`config.mk`:
```
export PLATFORM = sky130hd
export DESIGN_NAME = irs_frame_decoder
export DESIGN_NICKNAME = d
export VERILOG_FILES = /design/src/rtl/frm_pkg.sv /design/src/rtl/frm_dom_mask.sv /design/src/rtl/frm_size_check.sv /design/src/rtl/frm_rsp_stage.sv /design/src/rtl/irs_frame_decoder.sv
export SDC_FILE = /design/constraint.sdc
export NUM_CORES = 1
export LEC_CHECK = 0
export BUFFER_PORTS_ARGS = -buffer_cell sky130_fd_sc_hd__buf_2
export CORE_AREA = 2 2 127 129
export CTS_BUF_LIST = sky130_fd_sc_hd__clkbuf_8
export DETAILED_ROUTE_END_ITERATION = 12
export DIE_AREA = 0 0 129 131
export HOLD_SLACK_MARGIN = 0.02
export PLACE_DENSITY = 0.58
export SETUP_SLACK_MARGIN = 0.3
export SLEW_MARGIN = 20
export SYNTH_ARGS = -nofsm -noshare
export SYNTH_HDL_FRONTEND = slang
export SYNTH_SLANG_ARGS = --single-unit
```
`constraint.sdc`:
```
create_clock -name clk -period 2.39 [get_ports clk]
set_input_delay 0.478 -clock clk [delete_from_list [all_inputs] [get_ports clk]]
set_output_delay 0.478 -clock clk [all_outputs]
set_load 0.03 [all_outputs]
```
`src/rtl/frm_pkg.sv`:
```
// Shared constants for the frame decoder: domain codes, size codes, response codes.
package frm_pkg;
    localparam int NUM_DOM  = 4;
    localparam int DOM_W    = $clog2(NUM_DOM);
    localparam int OFF_W    = 16;
    localparam int DATA_W   = 64;
    localparam int HALF_W   = DATA_W / 2;

    localparam logic [DOM_W-1:0] DOM_SECURE = 2'd0;
    localparam logic [DOM_W-1:0] DOM_NONSEC = 2'd1;
    localparam logic [DOM_W-1:0] DOM_EL3    = 2'd2;
    localparam logic [DOM_W-1:0] DOM_REALM  = 2'd3;

    typedef enum logic [1:0] {
        SZ_B1 = 2'd0,
        SZ_B2 = 2'd1,
        SZ_B4 = 2'd2,
        SZ_B8 = 2'd3
    } size_code_t;

    typedef enum logic [1:0] {
        RSP_OK     = 2'b00,
        RSP_DECERR = 2'b11
    } rsp_code_t;
endpackage

```
`src/rtl/frm_dom_mask.sv`:
```
// Holds the implemented-domain mask.
// Assumes: mask is only loaded while reset is asserted; afterwards it is frozen.
module frm_dom_mask #(
    parameter int NUM_DOM = 4,
    localparam int DOM_W = $clog2(NUM_DOM)
) (
    input  logic               clk,
    input  logic               rst_n,
    input  logic [NUM_DOM-1:0] cfg,
    input  logic [DOM_W-1:0]   dom,
    output logic               present
);
    logic [NUM_DOM-1:0] mask_q;

    // Capture configuration during reset, hold it afterwards.
    always_ff @(posedge clk) begin
        if (!rst_n) mask_q <= cfg;
    end

    // Look up the addressed slot.
    always_comb present = mask_q[dom];
endmodule

```
`src/rtl/frm_size_check.sv`:
```
// Classifies an access by size and alignment.
// Assumes: only 4-byte and 8-byte naturally aligned accesses are legal.
module frm_size_check #(
    parameter int OFF_W = 16
) (
    input  logic [1:0]       size,
    input  logic [OFF_W-1:0] off,
    output logic             legal,
    output logic             wide
);
    import frm_pkg::*;

    // Legal when the size is 4 or 8 bytes and the offset is aligned to it.
    always_comb begin
        legal = 1'b0;
        wide  = 1'b0;
        unique case (size_code_t'(size))
            SZ_B4: legal = (off[1:0] == 2'b00);
            SZ_B8: begin
                legal = (off[2:0] == 3'b000);
                wide  = 1'b1;
            end
            default: legal = 1'b0;
        endcase
    end
endmodule

```
`src/rtl/frm_rsp_stage.sv`:
```
// Registers the response and the trace event one cycle after the request.
// Assumes: at most one request per cycle; no back-pressure on the response.
module frm_rsp_stage #(
    parameter int DOM_W  = 2,
    parameter int OFF_W  = 16,
    parameter int DATA_W = 64
) (
    input  logic              clk,
    input  logic              rst_n,
    input  logic              req_fire,
    input  logic              decerr,
    input  logic [DATA_W-1:0] rdata_d,
    input  logic              ev_d,
    input  logic [DOM_W-1:0]  dom_d,
    input  logic [OFF_W-1:0]  off_d,
    input  logic [1:0]        size_d,
    input  logic              write_d,
    output logic              rsp_valid,
    output logic [1:0]        rsp_code,
    output logic [DATA_W-1:0] rsp_rdata,
    output logic              ev_valid,
    output logic [DOM_W-1:0]  ev_dom,
    output logic [OFF_W-1:0]  ev_off,
    output logic [1:0]        ev_size,
    output logic              ev_write
);
    import frm_pkg::*;

    // Response register.
    always_ff @(posedge clk) begin
        if (!rst_n) begin
            rsp_valid <= 1'b0;
            rsp_code  <= RSP_OK;
            rsp_rdata <= '0;
        end else begin
            rsp_valid <= req_fire;
            rsp_code  <= (req_fire && decerr) ? RSP_DECERR : RSP_OK;
            rsp_rdata <= req_fire ? rdata_d : '0;
        end
    end

    // Trace event register.
    always_ff @(posedge clk) begin
        if (!rst_n) begin
            ev_valid <= 1'b0;
            ev_dom   <= '0;
            ev_off   <= '0;
            ev_size  <= '0;
            ev_write <= 1'b0;
        end else begin
            ev_valid <= req_fire && ev_d;
            ev_dom   <= dom_d;
            ev_off   <= off_d;
            ev_size  <= size_d;
            ev_write <= write_d;
        end
    end
endmodule

```
`src/rtl/irs_frame_decoder.sv`:
```
// Front end for four fixed per-domain configuration frames.
// Assumes: back end answers be_handled/be_rdata combinationally in the
// cycle of be_valid; responses are always accepted.
module irs_frame_decoder #(
    parameter int NUM_DOM = frm_pkg::NUM_DOM,
    parameter int OFF_W   = frm_pkg::OFF_W,
    parameter int DATA_W  = frm_pkg::DATA_W,
    localparam int DOM_W  = $clog2(NUM_DOM),
    localparam int HALF_W = DATA_W / 2
) (
    input  logic               clk,
    input  logic               rst_n,
    input  logic [NUM_DOM-1:0] dom_cfg,
    input  logic               req_valid,
    input  logic [DOM_W-1:0]   req_dom,
    input  logic [OFF_W-1:0]   req_off,
    input  logic [1:0]         req_size,
    input  logic               req_write,
    input  logic [DATA_W-1:0]  req_wdata,
    output logic               rsp_valid,
    output logic [1:0]         rsp_code,
    output logic [DATA_W-1:0]  rsp_rdata,
    output logic               be_valid,
    output logic [DOM_W-1:0]   be_dom,
    output logic [OFF_W-1:0]   be_off,
    output logic               be_wide,
    output logic               be_write,
    output logic [DATA_W-1:0]  be_wdata,
    input  logic               be_handled,
    input  logic [DATA_W-1:0]  be_rdata,
    output logic               ev_valid,
    output logic [DOM_W-1:0]   ev_dom,
    output logic [OFF_W-1:0]   ev_off,
    output logic [1:0]         ev_size,
    output logic               ev_write
);
    logic present, legal, wide, fire;
    logic [DATA_W-1:0] rdata_d;
    logic ev_d;

    frm_dom_mask #(.NUM_DOM(NUM_DOM)) u_mask (
        .clk(clk), .rst_n(rst_n), .cfg(dom_cfg), .dom(req_dom), .present(present)
    );

    frm_size_check #(.OFF_W(OFF_W)) u_size (
        .size(req_size), .off(req_off), .legal(legal), .wide(wide)
    );

    // Requests are only taken out of reset.
    always_comb fire = req_valid && rst_n;

    // Back-end operation: narrow data rides in the low lanes.
    always_comb begin
        be_valid = fire && present && legal;
        be_dom   = req_dom;
        be_off   = req_off;
        be_wide  = wide;
        be_write = req_write;
        be_wdata = wide ? req_wdata : {{HALF_W{1'b0}}, req_wdata[HALF_W-1:0]};
    end

    // Read data and event classification.
    always_comb begin
        rdata_d = '0;
        if (be_valid && be_handled && !req_write)
            rdata_d = wide ? be_rdata : {{HALF_W{1'b0}}, be_rdata[HALF_W-1:0]};
        ev_d = !(be_valid && be_handled);
    end

    frm_rsp_stage #(.DOM_W(DOM_W), .OFF_W(OFF_W), .DATA_W(DATA_W)) u_rsp (
        .clk(clk), .rst_n(rst_n), .req_fire(fire), .decerr(!present),
        .rdata_d(rdata_d), .ev_d(ev_d), .dom_d(req_dom), .off_d(req_off),
        .size_d(req_size), .write_d(req_write),
        .rsp_valid(rsp_valid), .rsp_code(rsp_code), .rsp_rdata(rsp_rdata),
        .ev_valid(ev_valid), .ev_dom(ev_dom), .ev_off(ev_off),
        .ev_size(ev_size), .ev_write(ev_write)
    );
endmodule

```
# == Word level (Yosys, flattened, before mapping) ==
# Index checks and enable logic that the tools add are counted.
# totals
ff_bits,93
in_bits,157
out_inout_bits,174
word_cells,33
# classes
magnitude_cmp,1
n_eq_ne,2
muxes,6
reduce_logical,14
# op_table
operator,n
$mux 64,1
$logic_and 1x1->1,7
$eq 2x2->1 const B,2
$reduce_and 4->1,1
$logic_not 1->1,3
$logic_not 3->1,1
$lt 2x3->1 const B,1
$reduce_and 3->1,1
$bmux 1 s2,1
$logic_not 2->1,1
$mux 1,2
$mux 2,1
$pmux 1 s2,1

# == Longest topological paths before layout ==
# Gate-level depths: netlist (run 1).
# logic_depth
ltp_word,7
mapped_depth,5

# == By module ==
# Synthesis (run 1) repeated with hierarchy kept, for this count alone.
# hier_totals
hier_cells,375
area_unflattened_um2,3838.7
# by_module_without_submodules
module,instances,cells_each,area_per_inst_um2,seq_area_each_um2
frm_rsp_stage,1,193,2443.6,1761.7
irs_frame_decoder,1,173,1223.7,0.0
frm_dom_mask,1,6,146.4,120.1
frm_size_check,1,3,25.0,0.0

# == Least setup slack after synthesis (run 1) ==
# Ideal clock, no wire load.
# synth_timing
kind,input to output
startpoint,in req_dom[0]
endpoint,out be_valid
arrival_time_ns,1.300
required_time_ns,1.912
path_slack_ns,0.612
path_stages,3
n_path_buf,1
path_cell_list,mux4_2 > and4_4 > buf_6
# synth_between
elab_chain_cells,4
# synth_lines
item,line_no,text
"start, declared",irs_frame_decoder.sv:15,"input logic [DOM_W-1:0] req_dom,"
$bmux 1 s2,frm_dom_mask.sv:21,always_comb present = mask_q[dom];
$mux 1 (implied by the code),frm_dom_mask.sv:21,
$logic_and 1x1->1 (2 in series),irs_frame_decoder.sv:54,be_valid = fire && present && legal;
"end, declared",irs_frame_decoder.sv:23,"output logic be_valid,"
# No other way between the ends. The select of a mux whose other input is x is not followed.

# == Worst setup path after layout (run 1) ==
# layout_timing
startpoint,reg u_mask.mask_q[3]
endpoint,out be_valid
# layout_between
elab_chain_cells,4
# layout_lines
item,line_no,text
"start, declared",frm_dom_mask.sv:13,logic [NUM_DOM-1:0] mask_q;
"start signal, assigned",frm_dom_mask.sv:17,if (!rst_n) mask_q <= cfg;
$bmux 1 s2,frm_dom_mask.sv:21,
$mux 1 (implied by the code),frm_dom_mask.sv:21,
$logic_and 1x1->1 (2 in series),irs_frame_decoder.sv:54,
# No other way between the ends. The select of a mux whose other input is x is not followed.

==> results.json, run 1 <==
{
  "outcome": "finished clean",
  "drtIter0Drc": 139,
  "synth-seq-cells": 92,
  "drc": 0,
  "fmax_mhz": 486,
  "hold_slack_ns": 0.292,
  "rsz0062_at_grt": "true",
  "die_w_um": 129,
  "clock_sinks": 92,
  "post-route-min-period_ns": 2.06,
  "grt_pass1_vias": 2954,
  "grt_max_degree": 44,
  "synth_area_mm2": 0.00339,
  "crit_chain": "mux4_2, and4_4, buf_6",
  "regToRegStartpoint": "u_mask.mask_q[3]",
  "cp.arrival_ns": 1.58,
  "fin_cells": 765,
  "clkPwrFrac_pct": 34.0,
  "num_vias": 3148,
  "ios": 331,
  "worstSkewPairLatency_ns": 0.36,
  "power.internal_mw": 2.24,
  "period_share_pct": 86.1,
  "worstMarginPinSlew_ns": 0.660,
  "start_util_pct": 21.7,
  "clockRootBuffer": "clkbuf_8",
  "startpoint_type": "register",
  "p_seq_share_pct": 51.4,
  "peakVddDrop_mv": 0.253,
  "wl_um": 12700,
  "antenna_left": 0,
  "synth_area_per_cell_um2": 10.1,
  "synth_cell_type_count": 21,
  "wl_per_cell_um": 16.6,
  "slew_headroom_pct": 56.0,
  "hold_path_class": "input pin to register",
  "antenna_found_initial": 1,
  "core.rowCount": 46,
  "grt-ovfl-total": 0,
  "crit_fanout": 3,
  "cts_tree": "yes",
  "critPathLaunch": "u_mask.mask_q[3]",
  "ys.warnings.count": 0,
  "drive_gt1_share_pct": 53.9,
  "worstHoldStart": "dom_cfg[1]",
  "p_leak_nw": 2.64,
  "grt_pass1_wl_um": 17600,
  "slowest_stage": "mux4_2",
  "reg2reg_slack_ns": 0.61,
  "place_hpwl_um": 9510,
  "port_buffers": 266,
  "power.density_mw_per_mm2": 643,
  "fillers": 1740,
  "num-nets-final": 701,
  "netSwitchingPower_mw": 0.833,
  "syn_to_final_growth_pct": 40.8,
  "drv_slew": 0,
  "multi_input_area_um2": 993,
  "path_class": "register to output port",
  "die_h_um": 131,
  "track_usage_pct": 14.2,
  "h-tree-depth": 3,
  "ys_seq_area_share_pct": 55.5,
  "finalHoldViolations": 0,
  "cap_violations": 0,
  "cts_inserted_buffers": 9,
  "diodes": 0,
  "dp.cells": 744,
  "place_congestion": 0.810,
  "layout_commonest_cell": "buf_2",
  "synth_fp_nets": 492,
  "die-area_mm2": 0.0169,
  "finalSetupViolCount": 0,
  "final_cell_mix": "buf_2, dfxtp_1, and3_1, nand3_1, nor3_1",
  "cp.required_ns": 1.91,
  "coreArea_mm2": 0.0156,
  "clk_pin_slew_ns": 0.09,
  "fin_setup_tns_ns": 0,
  "firstDrtPassIters": 4,
  "pwr-share-comb_pct": 14.6,
  "crit_path_end_kind": "output port",
  "switching_share_pct": 27.1,
  "clockBufferDepth": 2,
  "seqCellArea_mm2": 0.00188,
  "slowest_delay_ns": 0.50,
  "syn-instance-count": 335,
  "viasPerCell": 4.12,
  "finalClockSkew_ns": 0.0110
}
critical path, delay by kind of cell, from the launching register on:
kind / cells / cell delay [ns]
buf+inv: 1 / 0.14
mux: 1 / 0.50
flops: 1 / 0.39
simple gates: 1 / 0.19
timing repair:
item	CTS	global route
endpoints found under the setup margin	1	1
cloned	1	0
hold buffers	0	0
endpoints found under the hold margin	0	0
gates resized for setup	2	0
buffers inserted	3	1
area by class of cell:
type / count / area share (%)
multi-input cells: 163 / 20.8
well taps: 216 / 5.66
clock inverters: 6 / 1.18
flip-flops and latches: 92 / 39.4
clock buffers: 10 / 2.88
repair buffers: 276 / 29.9
inverters: 2 / 0.157
logic make-up after synthesis:
logic type             share of synthesized area [%]
multiplexers                                    1.59
AO/OA/AOI/OAI                                  0.259
flip-flops                                      55.5
buffers and inverters                           15.7
AND/OR/NAND/NOR                                 27.0
metal layers:
layer | vias to the layer above | routed length [um] | global-route usage (%)
met4 | 0 | 223 | 5.24
li1 | 1499 | - | -
met3 | 17 | 918 | 4.60
met5 | - | 0 | 0
met2 | 177 | 6660 | 26.0
met1 | 1455 | 4890 | 15.5
power by group through the flow:
| stage | Clock [mW] | Combinational, mW | Sequential [mW] |
|---|---|---|---|
| after detailed placement | 0 | 0.434 | 1.62 |
| after global routing | 1.15 | 0.483 | 1.58 |
| after floorplan | 0 | 0.310 | 1.66 |
| final | 1.04 | 0.448 | 1.58 |
| after CTS | 1.09 | 0.451 | 1.58 |
| after global placement | 0 | 0.438 | 1.61 |
state kept, by name (all words and copies together) (netlist names):
signal           cells
u_rsp.ev_write       1
u_rsp.rsp_rdata     64
u_rsp.rsp_code       1
u_rsp.ev_valid       1
u_rsp.rsp_valid      1
u_rsp.ev_dom         2
u_rsp.ev_off        16
u_rsp.ev_size        2
u_mask.mask_q        4
metrics by stage:
step	worst slack (ns)	area (um2)	utilization, %	power [mW]
2_1_floorplan	0.612	3390	-	1.97
3_3_place_gp	0.246	4530	29.1	2.05
3_5_place_dp	0.219	4530	29.1	2.05
4_1_cts	0.294	4760	30.5	3.12
5_1_grt	0.247	4770	30.6	3.22
6_report	0.332	4770	30.6	3.07
synthesized netlist by cell type:
cell / instances / share of area, %
buf_4: 52 / 12
and4_4: 1 / 0.33
edfxtp_1: 4 / 3.5
a41oi_1: 1 / 0.26
clkbuf_1: 17 / 1.9
nand3b_1: 1 / 0.22
buf_2: 7 / 1.0
nor3b_4: 1 / 0.55
nand2_1: 2 / 0.22
nor2_1: 1 / 0.11
buf_6: 3 / 1.0
nor3_1: 32 / 4.7
and2_1: 22 / 4.1
mux2i_1: 2 / 0.59
mux2_2: 1 / 0.33
dfxtp_1: 88 / 52
and3_1: 64 / 12
mux4_2: 1 / 0.66
nand3_1: 32 / 4.7
nor2b_1: 1 / 0.18
inv_1: 2 / 0.22
final timing paths:
path                         end  cells after the start
max reg2reg  u_rsp.rsp_rdata[25]                      5
min reg2reg    u_rsp.rsp_code[0]                      4
max                     be_valid                      3
min             u_mask.mask_q[1]                      1
(Power assumes the default switching activity.)
==> inputs of run 2 (changes only) <==
--- a/config.mk
+++ b/config.mk
@@ -12,6 +12,7 @@
 export DIE_AREA = 0 0 129 131
 export HOLD_SLACK_MARGIN = 0.02
 export PLACE_DENSITY = 0.58
+export RECOVER_POWER = 25
 export SETUP_SLACK_MARGIN = 0.3
 export SLEW_MARGIN = 20
 export SYNTH_ARGS = -nofsm -noshare
==> results.json, run 2 (synthesis gave the netlist of run 1 again) <==
{
  "num-nets-final": 701,
  "power.density_mw_per_mm2": 644,
  "path_class": "register to output port",
  "hold_path_class": "input pin to register",
  "layout_commonest_cell": "buf_2",
  "largest_reg_flops": 64,
  "hold_path_depth": 1,
  "clockBufferDepth": 2,
  "place_congestion": 0.810,
  "track_usage_pct": 14.2,
  "multi_input_area_um2": 993,
  "drtIter0Drc": 101,
  "grt_max_degree": 44,
  "crit_fanout": 3,
  "drc": 0,
  "outcome": "finished clean",
  "final_cell_mix": "buf_2, dfxtp_1, and3_1, nand3_1, nor3_1",
  "clk_pin_slew_ns": 0.09,
  "rsz0062_at_grt": "true",
  "antenna_found_initial": 1,
  "fillers": 1744,
  "p_leak_nw": 2.61,
  "cap_violations": 0,
  "reg.largest.list": "u_rsp.rsp_rdata: 64 flops, u_rsp.ev_off: 16 flops, u_mask.mask_q: 4 flops",
  "grt_pass1_wl_um": 17600,
  "cp.required_ns": 1.91,
  "h-tree-depth": 3,
  "startpoint_type": "register",
  "firstDrtPassIters": 4,
  "clockRootBuffer": "clkbuf_8",
  "finalClockSkew_ns": 0.0113,
  "die_w_um": 129,
  "viasPerCell": 4.12,
  "fmax_mhz": 487,
  "grt_pass1_vias": 2954,
  "crit_path_end_kind": "output port",
  "regMostFlops": "u_rsp.rsp_rdata",
  "diodes": 0,
  "period_share_pct": 86.0,
  "clock_sinks": 92,
  "post-route-util_pct": 30.5,
  "die-area_mm2": 0.0169,
  "finalHoldViolations": 0,
  "syn_to_final_growth_pct": 40.5,
  "fin_cells": 765,
  "coreArea_mm2": 0.0156,
  "rr_worst_depth": 5,
  "cts_tree": "yes",
  "drv_slew": 0,
  "dp.cells": 744,
  "wl_per_cell_um": 16.6,
  "antenna_left": 0,
  "worstSkewPairLatency_ns": 0.36,
  "wl_um": 12700,
  "port_buffers": 266,
  "slew_headroom_pct": 40.3,
  "start_util_pct": 21.7,
  "worstMarginPinSlew_ns": 0.896,
  "cp.arrival_ns": 1.58,
  "fin_setup_tns_ns": 0,
  "die_h_um": 131,
  "cts_inserted_buffers": 9,
  "seqCellArea_mm2": 0.00188,
  "num_vias": 3148,
  "dpl_worst_slack_ns": 0.219,
  "grt-ovfl-total": 0,
  "core.rowCount": 46,
  "place_hpwl_um": 9510,
  "finalSetupViolCount": 0,
  "ios": 331,
  "peakVddDrop_mv": 0.253,
  "drive_gt1_share_pct": 52.6,
  "setup_ws_ns": 0.336,
  "post-route-min-period_ns": 2.05
}
## run 2: cell count changes in the layout (fill, tap and decap cells not counted), sizes merged
cell,previous run,this run
clkbuf,10,17
buf,276,269
## run 2: power by group
| group | internal (mW) | switching, mW | total [mW] |
|---|---|---|---|
| Clock | 0.504 | 0.539 | 1.04 |
| Combinational | 0.159 | 0.287 | 0.446 |
| Sequential | 1.57 | 0.00788 | 1.58 |
## run 2: final timing paths
path	startpoint	to	slack (ns)
max	u_mask.mask_q[3]	be_valid	0.34
min	dom_cfg[1]	u_mask.mask_q[1]	0.29
max reg2reg	u_mask.mask_q[3]	u_rsp.rsp_rdata[25]	0.62
min reg2reg	u_mask.mask_q[2]	u_rsp.rsp_code[0]	0.93
## run 2: layout make-up
| class | instances | area share [%] |
|---|---|---|
| Sequential cell | 92 | 39.5 |
| Timing Repair Buffer | 276 | 29.7 |
| Multi-Input combinational cell | 163 | 20.9 |
| Tap cell | 216 | 5.68 |
| Clock buffer | 10 | 2.89 |
| Clock inverter | 6 | 1.18 |
| Inverter | 2 | 0.158 |
## run 2: through the flow
stage               hold slack (ns)  power, mW  area, um2
finish                        0.292       3.07       4760
global route                  0.255       3.21       4760
CTS                           0.253       3.12       4760
detailed placement            0.656       2.05       4530
global placement              0.657       2.05       4530
floorplan                     0.577       1.97       3390
## run 2: critical path, stage by stage, from the launching register on
cell      delay (ns)
edfxtp_1        0.39
mux4_2          0.50
and4_4          0.19
buf_6           0.14
## run 2: what timing repair did
action	4_1_cts	5_1_grt
setup buffers	3	1
setup endpoints to repair	1	1
hold buffers	0	0
cloned	1	0
resized for setup	2	0
## run 2: per-layer routing
layer	routed length (um)	global-route usage [%]	vias up
met1	4890	15.5	1450
met2	6680	26.0	179
met5	0	0	-
met4	223	5.24	0
met3	922	4.60	17
li1	-	-	1502
==> inputs of run 3 (changes only) <==
--- a/config.mk
+++ b/config.mk
@@ -11,7 +11,7 @@
 export DETAILED_ROUTE_END_ITERATION = 12
 export DIE_AREA = 0 0 129 131
 export HOLD_SLACK_MARGIN = 0.02
-export PLACE_DENSITY = 0.58
+export PLACE_DENSITY = 0.55
 export RECOVER_POWER = 25
 export SETUP_SLACK_MARGIN = 0.3
 export SLEW_MARGIN = 20
==> results.json, run 3 (synthesis gave the netlist of run 1 again) <==
{
  "slowest_delay_ns": 0.50,
  "wl_um": 13100,
  "r2r-end": "u_rsp.rsp_rdata[27]",
  "place_area_mm2": 0.00452,
  "grt_pass1_vias": 2964,
  "clk_pin_slew_ns": 0.09,
  "p_seq_share_pct": 49.3,
  "reg.largest.list": "u_rsp.rsp_rdata: 64 flops, u_rsp.ev_off: 16 flops, u_mask.mask_q: 4 flops",
  "hold_path_class": "input pin to register",
  "regToRegStartpoint": "u_mask.mask_q[2]",
  "finalClockSkew_ns": 0.00959,
  "cp.required_ns": 1.91,
  "place_congestion": 0.871,
  "crit_path_end_kind": "output port",
  "crit_fanout": 2,
  "peakVddDrop_mv": 0.235,
  "h-tree-depth": 3,
  "crit_chain": "mux4_2, and4_4, buf_6",
  "start_util_pct": 21.7,
  "fillers": 1646,
  "worstHoldStart": "dom_cfg[0]",
  "cp.arrival_ns": 1.59,
  "switching_share_pct": 27.4,
  "worstMarginPinSlew_ns": 0.881,
  "multi_input_area_um2": 993,
  "met3_usage_pct": 5.66,
  "rsz0062_at_grt": "true",
  "outcome": "finished clean",
  "viasPerCell": 4.15,
  "slowest_stage": "mux4_2",
  "cap_violations": 0,
  "grt-ovfl-total": 0,
  "port_buffers": 266,
  "drive_gt1_share_pct": 53.0,
  "antenna_found_initial": 0,
  "syn_to_final_growth_pct": 40.9,
  "final_cell_area_mm2": 0.00477,
  "hold_path_depth": 1,
  "fin_setup_tns_ns": 0,
  "min_to": "u_mask.mask_q[0]",
  "clockRootBuffer": "clkbuf_8",
  "clock_sinks": 92,
  "path_class": "register to output port",
  "layout_commonest_cell": "buf_2",
  "dp.cells": 744,
  "wl_per_cell_um": 17.2,
  "dpl_worst_slack_ns": 0.235,
  "die_w_um": 129,
  "worstSkewPairLatency_ns": 0.36,
  "track_usage_pct": 14.5,
  "core.rowCount": 46,
  "fin_cells": 765,
  "p_leak_nw": 2.61,
  "die_h_um": 131,
  "num-nets-final": 701,
  "antenna_left": 0,
  "final_cell_mix": "buf_2, dfxtp_1, and3_1, nand3_1, nor3_1",
  "ios": 331,
  "coreArea_mm2": 0.0156,
  "grt_pass1_wl_um": 18000,
  "clockBufferDepth": 2,
  "cts_tree": "yes",
  "setup_ws_ns": 0.325,
  "firstDrtPassIters": 4,
  "die-area_mm2": 0.0169,
  "busiest_layer": "met2",
  "period_share_pct": 86.4,
  "netSwitchingPower_mw": 0.878,
  "rr_worst_depth": 4,
  "grt_max_degree": 65,
  "cts_inserted_buffers": 9,
  "use_met1_pct": 14.7,
  "drc": 0,
  "seqCellArea_mm2": 0.00188,
  "grtUsageMet2_pct": 26.9,
  "finalSetupViolCount": 0,
  "place_hpwl_um": 10100,
  "power.density_mw_per_mm2": 670,
  "ctsHoldBuffers": 0,
  "drtIter0Drc": 94,
  "fmax_mhz": 484,
  "clkPwrFrac_pct": 36.7,
  "largest_reg_flops": 64,
  "power.total_mw": 3.20,
  "post-route-min-period_ns": 2.06,
  "diodes": 0,
  "finalHoldViolations": 0,
  "power.internal_mw": 2.32,
  "pwr-share-comb_pct": 14.0,
  "drv_slew": 0,
  "slew_headroom_pct": 41.3,
  "regMostFlops": "u_rsp.rsp_rdata",
  "num_vias": 3174,
  "reg2reg_slack_ns": 0.74,
  "startpoint_type": "register"
}
-- run 3: power groups by stage --
stage / sequential [mW] / combinational, mW / clock [mW]
6_report: 1.58 / 0.447 / 1.17
5_1_grt: 1.58 / 0.480 / 1.29
4_1_cts: 1.58 / 0.454 / 1.23
3_5_place_dp: 1.62 / 0.438 / 0
3_3_place_gp: 1.61 / 0.439 / 0
2_1_floorplan: 1.66 / 0.310 / 0
-- run 3: cell type report --
| cell class | count | area share [%] |
|---|---|---|
| Clock buffer | 9 | 2.59 |
| Clock inverter | 7 | 2.02 |
| Inverter | 2 | 0.157 |
| Multi-Input combinational cell | 163 | 20.8 |
| Sequential cell | 92 | 39.4 |
| Tap cell | 216 | 5.66 |
| Timing Repair Buffer | 276 | 29.4 |
-- run 3: per-layer routing --
metal  part of all wire [%]  wire length (um)  up-vias
li1                       -                 -     1497
met1                     36              4730     1456
met2                     52              6850      203
met3                    9.2              1210       18
met4                    2.6               344        0
met5                      0                 0        -
-- run 3: repair_timing --
item | in CTS | in global routing
resized for setup | 2 | 0
setup buffers | 3 | 1
cloned | 1 | 0
setup endpoints to repair | 1 | 1
-- run 3: worst max path at each step --
stage,cells past startpoint,endpoint,start,slack [ns]
4_1_cts,3,be_valid,u_mask.mask_q[3],0.28
5_1_grt,3,be_valid,u_mask.mask_q[0],0.26
6_report,3,be_valid,u_mask.mask_q[2],0.33
3_5_place_dp,4,be_valid,req_dom[0],0.23
2_1_floorplan,3,be_valid,req_dom[0],0.61
3_3_place_gp,4,be_valid,req_dom[0],0.26
-- run 3: per-stage QoR --
| stage | hold slack, ns | util [%] |
|---|---|---|
| 3_3_place_gp | 0.661 | 29.0 |
| 4_1_cts | 0.254 | 30.6 |
| 3_5_place_dp | 0.663 | 29.0 |
| 6_report | 0.293 | 30.6 |
| 5_1_grt | 0.253 | 30.6 |
| 2_1_floorplan | 0.577 | - |
-- run 3: worst max-delay path, delay by kind of cell, from the launching register on --
kind / cells / cell delay, ns
DFF: 1 / 0.40
and+or+nand+nor: 1 / 0.19
buffers and inverters: 1 / 0.14
muxes: 1 / 0.50
